<file path="src/rtl/cfg_regbank_pkg.sv">
package cfg_regbank_pkg;

   typedef enum logic [2:0] {
      SEL_NONE  = 3'd0,
      SEL_GP    = 3'd1,
      SEL_INDEX = 3'd2,
      SEL_PORT  = 3'd3,
      SEL_TEST  = 3'd4
   } sel_e;

   // Keep only the bits that are not reserved.
   function automatic logic [7:0] strip_rsv(input logic [7:0] value, input logic [7:0] rsv_mask);
      return value & ~rsv_mask;
   endfunction

endpackage

</file>
<file path="src/rtl/cfg_regbank_decode.sv">
module cfg_regbank_decode
   import cfg_regbank_pkg::*;
#(
   parameter int DIR_AW     = 5,
   parameter int GP_COUNT   = 16,
   parameter int INDEX_ADDR = 24,
   parameter int PORT_ADDR  = 25,
   parameter int TEST_ADDR  = 31
) (
   input  logic [DIR_AW-1:0] addr,
   output sel_e              sel
);

   always_comb begin
      if (int'(addr) < GP_COUNT)
         sel = SEL_GP;
      else if (int'(addr) == INDEX_ADDR)
         sel = SEL_INDEX;
      else if (int'(addr) == PORT_ADDR)
         sel = SEL_PORT;
      else if (int'(addr) == TEST_ADDR)
         sel = SEL_TEST;
      else
         sel = SEL_NONE;
   end

endmodule

</file>
<file path="src/rtl/cfg_regbank_direct.sv">
module cfg_regbank_direct
   import cfg_regbank_pkg::*;
#(
   parameter int         DW            = 8,
   parameter int         DIR_AW        = 5,
   parameter int         IND_AW        = 5,
   parameter int         GP_COUNT      = 16,
   parameter logic [7:0] TEST_RSV_MASK = 8'h80,
   localparam int        GP_AW         = (GP_COUNT > 1) ? $clog2(GP_COUNT) : 1
) (
   input  logic              clk,
   input  logic              rst,
   input  sel_e              sel,
   input  logic [DIR_AW-1:0] addr,
   input  logic              wr_en,
   input  logic [DW-1:0]     wr_data,
   output logic [DW-1:0]     gp_q [GP_COUNT],
   output logic [IND_AW-1:0] index_q,
   output logic [DW-1:0]     test_q
);

   logic [GP_AW-1:0] gp_sel;
   assign gp_sel = addr[GP_AW-1:0];

   for (genvar g = 0; g < GP_COUNT; g++) begin : g_gp
      logic hit;
      assign hit = wr_en && (sel == SEL_GP) && (int'(gp_sel) == g);
      always_ff @(posedge clk) begin
         if (rst)
            gp_q[g] <= '0;
         else if (hit)
            gp_q[g] <= wr_data;
      end
   end

   always_ff @(posedge clk) begin
      if (rst)
         index_q <= '0;
      else if (wr_en && sel == SEL_INDEX)
         index_q <= wr_data[IND_AW-1:0];
   end

   always_ff @(posedge clk) begin
      if (rst)
         test_q <= '0;
      else if (wr_en && sel == SEL_TEST)
         test_q <= strip_rsv(wr_data, TEST_RSV_MASK);
   end

endmodule

</file>
<file path="src/rtl/cfg_regbank_indirect.sv">
module cfg_regbank_indirect #(
   parameter int  DW     = 8,
   parameter int  IND_AW = 5,
   localparam int N_IND  = 1 << IND_AW
) (
   input  logic              clk,
   input  logic              rst,
   input  logic              port_wr,
   input  logic [IND_AW-1:0] index,
   input  logic [DW-1:0]     wr_data,
   output logic [DW-1:0]     ind_q [N_IND]
);

   for (genvar k = 0; k < N_IND; k++) begin : g_cfg
      logic hit;
      assign hit = port_wr && (int'(index) == k);
      always_ff @(posedge clk) begin
         if (rst)
            ind_q[k] <= '0;
         else if (hit)
            ind_q[k] <= wr_data;
      end
   end

endmodule

</file>
<file path="src/rtl/cfg_regbank.sv">
module cfg_regbank
   import cfg_regbank_pkg::*;
#(
   parameter int         DW            = 8,
   parameter int         DIR_AW        = 5,
   parameter int         IND_AW        = 5,
   parameter int         GP_COUNT      = 16,
   parameter int         INDEX_ADDR    = 24,
   parameter int         PORT_ADDR     = 25,
   parameter int         TEST_ADDR     = 31,
   parameter logic [7:0] TEST_RSV_MASK = 8'h80,
   localparam int        N_IND         = 1 << IND_AW,
   localparam int        N_DIR         = 1 << DIR_AW,
   localparam int        GP_AW         = (GP_COUNT > 1) ? $clog2(GP_COUNT) : 1
) (
   input  logic                clk,
   input  logic                rst,
   input  logic [DIR_AW-1:0]   addr,
   input  logic                wr_en,
   input  logic [DW-1:0]       wr_data,
   input  logic                rd_en,
   output logic [DW-1:0]       rd_data,
   output logic [N_IND*DW-1:0] cfg_flat,
   output logic [DW-2:0]       test_cmd,
   output logic [2:0]          dribble_cnt,
   output logic [2:0]          header_cnt,
   output logic [1:0]          sdlim_cnt
);

   // Elaboration-time parameter checks
   if (DW != 8) begin : g_bad_dw
      $error("cfg_regbank: DW must be 8");
   end
   if (IND_AW >= DW) begin : g_bad_iaw
      $error("cfg_regbank: IND_AW must be narrower than DW");
   end
   if (GP_COUNT < 1 || (1 << GP_AW) != GP_COUNT) begin : g_bad_gp
      $error("cfg_regbank: GP_COUNT must be a power of two");
   end
   if (INDEX_ADDR < GP_COUNT || PORT_ADDR < GP_COUNT || TEST_ADDR < GP_COUNT) begin : g_bad_ovl
      $error("cfg_regbank: special registers overlap scratch window");
   end
   if (INDEX_ADDR == PORT_ADDR || INDEX_ADDR == TEST_ADDR || PORT_ADDR == TEST_ADDR) begin : g_bad_dup
      $error("cfg_regbank: special registers must be distinct");
   end
   if (INDEX_ADDR >= N_DIR || PORT_ADDR >= N_DIR || TEST_ADDR >= N_DIR) begin : g_bad_rng
      $error("cfg_regbank: special address out of window");
   end

   sel_e              sel;
   logic [DW-1:0]     gp_q  [GP_COUNT];
   logic [DW-1:0]     ind_q [N_IND];
   logic [IND_AW-1:0] index_q;
   logic [DW-1:0]     test_q;
   logic [DW-1:0]     rd_next;

   cfg_regbank_decode #(
      .DIR_AW(DIR_AW), .GP_COUNT(GP_COUNT), .INDEX_ADDR(INDEX_ADDR),
      .PORT_ADDR(PORT_ADDR), .TEST_ADDR(TEST_ADDR)
   ) u_decode (
      .addr(addr),
      .sel (sel)
   );

   cfg_regbank_direct #(
      .DW(DW), .DIR_AW(DIR_AW), .IND_AW(IND_AW), .GP_COUNT(GP_COUNT),
      .TEST_RSV_MASK(TEST_RSV_MASK)
   ) u_direct (
      .clk    (clk),
      .rst    (rst),
      .sel    (sel),
      .addr   (addr),
      .wr_en  (wr_en),
      .wr_data(wr_data),
      .gp_q   (gp_q),
      .index_q(index_q),
      .test_q (test_q)
   );

   cfg_regbank_indirect #(
      .DW(DW), .IND_AW(IND_AW)
   ) u_indirect (
      .clk    (clk),
      .rst    (rst),
      .port_wr(wr_en && sel == SEL_PORT),
      .index  (index_q),
      .wr_data(wr_data),
      .ind_q  (ind_q)
   );

   // Read selection; the stored index picks the data-port source
   always_comb begin
      unique case (sel)
         SEL_GP:    rd_next = gp_q[addr[GP_AW-1:0]];
         SEL_INDEX: rd_next = {{(DW-IND_AW){1'b0}}, index_q};
         SEL_PORT:  rd_next = ind_q[index_q];
         SEL_TEST:  rd_next = test_q;
         default:   rd_next = '0;
      endcase
   end

   always_ff @(posedge clk) begin
      if (rst)
         rd_data <= '0;
      else if (rd_en)
         rd_data <= rd_next;
   end

   for (genvar k = 0; k < N_IND; k++) begin : g_flat
      assign cfg_flat[k*DW +: DW] = ind_q[k];
   end

   assign test_cmd    = test_q[DW-2:0];
   assign dribble_cnt = ind_q[0][7:5];
   assign header_cnt  = ind_q[0][4:2];
   assign sdlim_cnt   = ind_q[0][1:0];

endmodule

</file>
<file path="config.mk">
export PLATFORM = sky130hd
export DESIGN_NAME = cfg_regbank
export DESIGN_NICKNAME = d
export VERILOG_FILES = /design/src/rtl/cfg_regbank_pkg.sv /design/src/rtl/cfg_regbank_decode.sv /design/src/rtl/cfg_regbank_direct.sv /design/src/rtl/cfg_regbank_indirect.sv /design/src/rtl/cfg_regbank.sv
export SDC_FILE = /design/constraint.sdc
export NUM_CORES = 1
export LEC_CHECK = 0
export ABC_AREA = 1
export BUFFER_PORTS_ARGS = -buffer_cell sky130_fd_sc_hd__buf_2
export CORE_MARGIN = 3
export CORE_UTILIZATION = 45
export CTS_CLUSTER_DIAMETER = 100
export DETAILED_ROUTE_END_ITERATION = 10
export MAX_ROUTING_LAYER = met4
export PLACE_DENSITY_LB_ADDON = 0.05
export SKIP_LAST_GASP = 1
export SYNTH_ARGS = -nofsm -noshare
export SYNTH_HDL_FRONTEND = slang
export SYNTH_SLANG_ARGS = --single-unit
</file>
<file path="constraint.sdc">
create_clock -name clk -period 1.82 [get_ports clk]
set_clock_uncertainty 0.1 [all_clocks]
set_input_delay 0.182 -clock clk [delete_from_list [all_inputs] [get_ports clk]]
set_output_delay 0.182 -clock clk [all_outputs]
set_load 0.01 [all_outputs]
</file>
# Word level (Yosys, flattened, before mapping)
# Index checks and enable logic that the tools add are counted.
# W data, S select, Z words.
dict set report classes {
  magnitude_cmp 3
  n_bitwise 2
  n_reduce_logical 54
  n_mux 11
  n_eq_ne 53
}
# operator n
set ops {}
lappend ops {{$eq A5 B5 Y1 const B} 16}
lappend ops {{$logic_and A1 B1 Y1} 52}
lappend ops {{$eq A5 B4 Y1 const B} 10}
lappend ops {{$bmux W8 S5} 1}
lappend ops {{$bmux W8 S4} 1}
lappend ops {{$eq A4 B4 Y1 const B} 8}
lappend ops {{$mux W8} 4}
lappend ops {{$pmux W8 S4} 1}
lappend ops {{$eq A5 B3 Y1 const B} 4}
lappend ops {{$eq A4 B3 Y1 const B} 4}
lappend ops {{$mux W3} 4}
lappend ops {{$eq A5 B1 Y1 const B} 2}
lappend ops {{$eq A5 B2 Y1 const B} 2}
lappend ops {{$eq A4 B2 Y1 const B} 2}
lappend ops {{$eq A3 B2 Y1 const B} 2}
lappend ops {{$ge A6 B6 Y1 const B} 1}
lappend ops {{$not A5 Y6} 1}
lappend ops {{$ge A5 B5 Y1 const B} 1}
lappend ops {{$logic_not A5 Y1} 1}
lappend ops {{$lt A5 B5 Y1 const B} 1}
lappend ops {{$not A4 Y5} 1}
lappend ops {{$eq A4 B1 Y1 const B} 1}
lappend ops {{$logic_not A4 Y1} 1}
lappend ops {{$eq A3 B1 Y1 const B} 1}
lappend ops {{$eq A3 B3 Y1 const B} 1}
dict set report totals {
  regBits 404
  input_bits 17
  output_inout_bits 279
  word_cells 174
}

# Longest topological paths before layout
dict set report depth {
  ltp_word 8
  ltp_mapped 16
}

# Cells and area by module
# From an unflattened synthesis, not the netlist that was laid out.
dict set report hier_totals {
  cells_unflattened 3663
  hier_area_um2 21672.0
}
# module cells_each seq_area_each_um2 n_inst area_per_inst_um2
set modules_own_cells {}
lappend modules_own_cells {cfg_regbank_indirect 1792 5124.9 1 11244.5}
lappend modules_own_cells {cfg_regbank_direct 818 2802.7 1 5758.0}
lappend modules_own_cells {cfg_regbank 1040 160.2 1 4613.2}
lappend modules_own_cells {cfg_regbank_decode 13 0.0 1 56.3}

# Worst setup path after synthesis
# OpenSTA, ideal clock, no wires.
dict set report synth_timing {
  path_type {reg-to-reg}
  startpoint {register u_direct.index_q[1]}
  endpoint {register u_indirect.ind_q[187] (netlist name)}
  path_stages_with_launch 12
  t_arrival_ns 1.632
  required_ns 1.601
  setup_slack_ns -0.031
  path_buffers 5
  synth_period_minus_slack_ns 1.851
  cell_sequence {dfxtp_1 -> buf_2 -> inv_2 -> buf_2 -> nand2_1 -> buf_2 -> buf_2 -> nor2_1 -> nand2_2 -> buf_2 -> o21ai_0 -> a21oi_1}
}
dict set report synth_via {
  elab_chain_len 2
}
# element line
set synth_rtl {}
lappend synth_rtl {{start, declared} cfg_regbank_direct.sv:18} ;# output logic [IND_AW-1:0] index_q,
lappend synth_rtl {{start signal, assigned} cfg_regbank_direct.sv:40} ;# index_q <= wr_data[IND_AW-1:0];
lappend synth_rtl {{$eq A5 B5 Y1} cfg_regbank_indirect.sv:16} ;# assign hit = port_wr && (int'(index) == k);
lappend synth_rtl {{$logic_and A1 B1 Y1} cfg_regbank_indirect.sv:16}
lappend synth_rtl {{end signal, assigned by index} cfg_regbank_indirect.sv:21} ;# ind_q[k] <= wr_data;
lappend synth_rtl {{end, declared} cfg_regbank_indirect.sv:11} ;# output logic [DW-1:0] ind_q [N_IND]
# Every way passes these cells.
# A chain may end at the register's enable or synchronous reset.

# Final worst setup path
dict set report layout_timing {
  startpoint {register u_direct.index_q[0]}
  endpoint {register rd_data[0]}
}
dict set report layout_via {
  elab_chain_len 5
}
# element line
set layout_rtl {}
lappend layout_rtl {{$not A5 Y6 (implied by the code)} cfg_regbank.sv:96} ;# SEL_PORT: rd_next = ind_q[index_q];
lappend layout_rtl {{$bmux W8 S5} cfg_regbank.sv:96}
lappend layout_rtl {{$mux W8 (implied by the code) (2 in a row)} cfg_regbank.sv:96}
lappend layout_rtl {{$pmux W8 S4 (*)} cfg_regbank.sv:93} ;# unique case (sel)
lappend layout_rtl {{end signal, assigned} cfg_regbank.sv:106} ;# rd_data <= rd_next;
lappend layout_rtl {{end, declared} cfg_regbank.sv:22} ;# output logic [DW-1:0] rd_data,
# Mark *: on every way between the ends. The rest lies on a longest branch, timed or not. The select of a mux whose other input is x is not followed.

==> results.json <==
{
  "status": "finished, violations left",
  "violations": "negative hold slack, negative setup slack",
  "finalHoldViolCount": 6,
  "ys_types": 26,
  "hold_buffers": 7,
  "ir_drop_uv": 698.6,
  "coreArea_um2": 39190,
  "tightestPinTransition_ps": 703.9,
  "path_max_fanout": 7,
  "cp.arrival_ps": 2500,
  "drt_iter0_markers": 1472,
  "drv_cap": 0,
  "layoutNonFillerInstCount": 3635,
  "drc": 0,
  "diodes": 0,
  "hold_depth": 3,
  "num-nets-final": 3102,
  "rsz0062_at_grt": "true",
  "cts.path.max_buffers": 3,
  "reg2reg_slack_ps": -290,
  "wl_per_cell_um": 19.51,
  "fp.dieW_um": 206.6,
  "postRouteAntennaNets": 0,
  "setup_slack_ps": -290.4,
  "drt_pass1_iterations": 5,
  "routed_wl_mm": 70.91,
  "tns_ps": -2042,
  "p_total_mw": 19.77,
  "pin_count": 296,
  "slowest_delay_ps": 450,
  "fin_crit_sh_pct": 116.0,
  "clk_pin_slew_worst_paths_ps": 60,
  "critPathLaunchType": "flip-flop",
  "first_global_vias": 17865,
  "areaGrowthSynthToFinish_pct": 30.53,
  "nFillCells": 3765,
  "dieArea_um2": 42680,
  "r2r-start": "u_direct.index_q[0]",
  "clk_latency_ps": 570,
  "worstPathRequired_ps": 2210,
  "crit_top_cell": "nand2_1",
  "slew_viol_final": 0,
  "initial_core_util_pct": 46.21,
  "hp-class": "input pin to flip-flop",
  "cts.sinks": 404,
  "place_congestion": 0.9822,
  "postSynthAreaPerCell_um2": 6.677,
  "fin_crit_ps": 2110,
  "r2r-end": "rd_data[0]",
  "die_h_um": 206.6,
  "yosys_warnings": 0,
  "slew_headroom_pct": 53.07,
  "ys_seq_elements": 404,
  "syn-cell-area_um2": 18110,
  "setup_violations": 19,
  "ys_seq_area_share_pct": 44.66,
  "crit_chain": "buf_6 -> nor2_4 -> buf_8 -> buf_12 -> nand2_1 -> nand2_1 -> nor2_1 -> nor2_1 -> nor2_2 -> nand2_1 -> nand2_1 -> nand2_1 -> nand2_1 -> nand2_1 -> a21oi_1",
  "h-tree-depth": 2,
  "syn_inst": 2712,
  "hold_end": "rd_data[0]",
  "multi_input_comb_area_um2": 8673,
  "root_buffer": "clkbuf_16",
  "routed-via-count": 19422,
  "cellPowerDensity_nw_per_um2": 836.4,
  "cts_tree": "done",
  "cts_inserted_buffers": 45,
  "hp-start": "rd_en",
  "rows": 72,
  "critical_path.endpoint_type": "flip-flop",
  "crit_type": "flip-flop to flip-flop",
  "dp.cells": 3529,
  "dp_hpwl_mm": 49.11,
  "p_leak_nw": 10.75,
  "antenna_found_initial": 0,
  "grt_max_degree": 71,
  "syn_nets": 2729,
  "fin_hold_ws_ps": -93.85,
  "r2r_cells": 15,
  "fmax_mhz": 473.8,
  "via_per_inst": 5.343,
  "portBuffers": 295,
  "grt-ovfl-total": 0,
  "regArea_um2": 8098,
  "grt_pass1_wl_mm": 105.7,
  "crit_slowest_cell": "dfxtp_4",
  "grt_usage_pct": 33.20,
  "drive_above_1_share_pct": 23.71
}
==> per-stage QoR <==
step                setup WS (ps)  util, %  instance area [um^2]
floorplan                  -28.97        -                 18110
global placement           -573.5    54.29                 21280
detailed placement         -589.3    54.29                 21280
CTS                        -197.6    59.36                 23260
global route               -314.5    60.32                 23640
finish                     -290.4    60.32                 23640
==> critical path, delay by kind of cell (launching register included) <==
family | cells | cell delay, ps
AOI/OAI and AO/OA | 1 | 120
and+or+nand+nor | 11 | 940
buffers and inverters | 3 | 430
DFF | 1 | 450
==> cells in the mapped netlist (all sizes together) <==
cell type	n	area, um^2
clkinv	1	3.750
nand2	545	2103
inv	227	852.1
o22ai	53	331.6
dfxtp	404	8088
nand4	3	18.77
nand3	63	315.3
o21ai	397	1987
a22oi	5	37.54
nand3b	1	7.510
o221ai	1	8.760
clkbuf	124	465.5
a21oi	274	1371
nor2	542	2098
buf	72	420.4
==> cell families (layout without fill, tap and decap cells) <==
kind of cell | Yosys count | after routing | share of synthesized area [%]
DFF | 404 | 404 | 44.66
and+or+nand+nor | 1154 | 1154 | 25.09
buffers and inverters | 424 | 829 | 9.618
AOI/OAI and AO/OA | 730 | 730 | 20.63
==> area by class of cell <==
cell class	count	share of cell area [%]
timing repair buffer	522	16.11
inverter	228	3.790
clock inverter	15	0.8787
sequential	404	34.26
clock buffer	64	5.531
tap	518	2.742
multi-input combinational	1884	36.69
==> sequential cells by signal, summed over array words and instances (netlist names) <==
signal / count
rd_data: 8
u_indirect.ind_q: 256
u_direct.index_q: 5
u_direct.test_q: 7
u_direct.gp_q: 128
==> power breakdown <==
group | total, mW | switching [mW] | leakage (nW) | internal [mW]
Sequential | 8.91 | 0.0274 | 3.26 | 8.89
Clock | 9.44 | 3.75 | 0.753 | 5.69
Combinational | 1.42 | 0.948 | 6.74 | 0.472
Total | 19.8 | 4.72 | 10.8 | 15.0
==> cell usage in the layout (no fill, tap or decap), types with 12 or more instances in the layout <==
cell / n
o21ai_0: 301
buf_4: 161
buf_2: 296
buf_6: 13
inv_1: 206
o22ai_1: 51
nand2_2: 56
buf_12: 39
nor2_1: 504
o21ai_1: 91
dfxtp_1: 400
nand2_1: 478
a21oi_1: 262
nor2_4: 13
nand3_1: 61
nor2_2: 22
a21oi_2: 12
clkbuf_16: 45
==> how the worst max path moves through the flow <==
stage	start	end	slack [ps]	cells past startpoint
after floorplan	u_direct.index_q[1]	u_indirect.ind_q[223]	-30	11
after detailed placement	u_direct.index_q[1]	rd_data[4]	-590	13
final	u_direct.index_q[0]	rd_data[0]	-290	15
after global routing	u_direct.index_q[0]	rd_data[2]	-310	15
after CTS	u_direct.index_q[1]	rd_data[3]	-200	14
after global placement	u_direct.index_q[1]	rd_data[4]	-570	13
==> repair_timing <==
item	in CTS	in global routing
pin swaps	22	52
cloned	2	1
gates resized for setup	80	129
endpoints found under the setup margin	87	236
endpoints found under the hold margin	45	6
buffers inserted	12	8
==> layer usage <==
layer	up-vias	GRT usage (%)	wire length, um
li1	9458	-	-
met1	9064	42.34	29560
met2	750	54.81	33850
met3	150	4.187	4879
met4	0	11.22	2622
met5	-	-	0
Power figures use the tool's default switching activity.
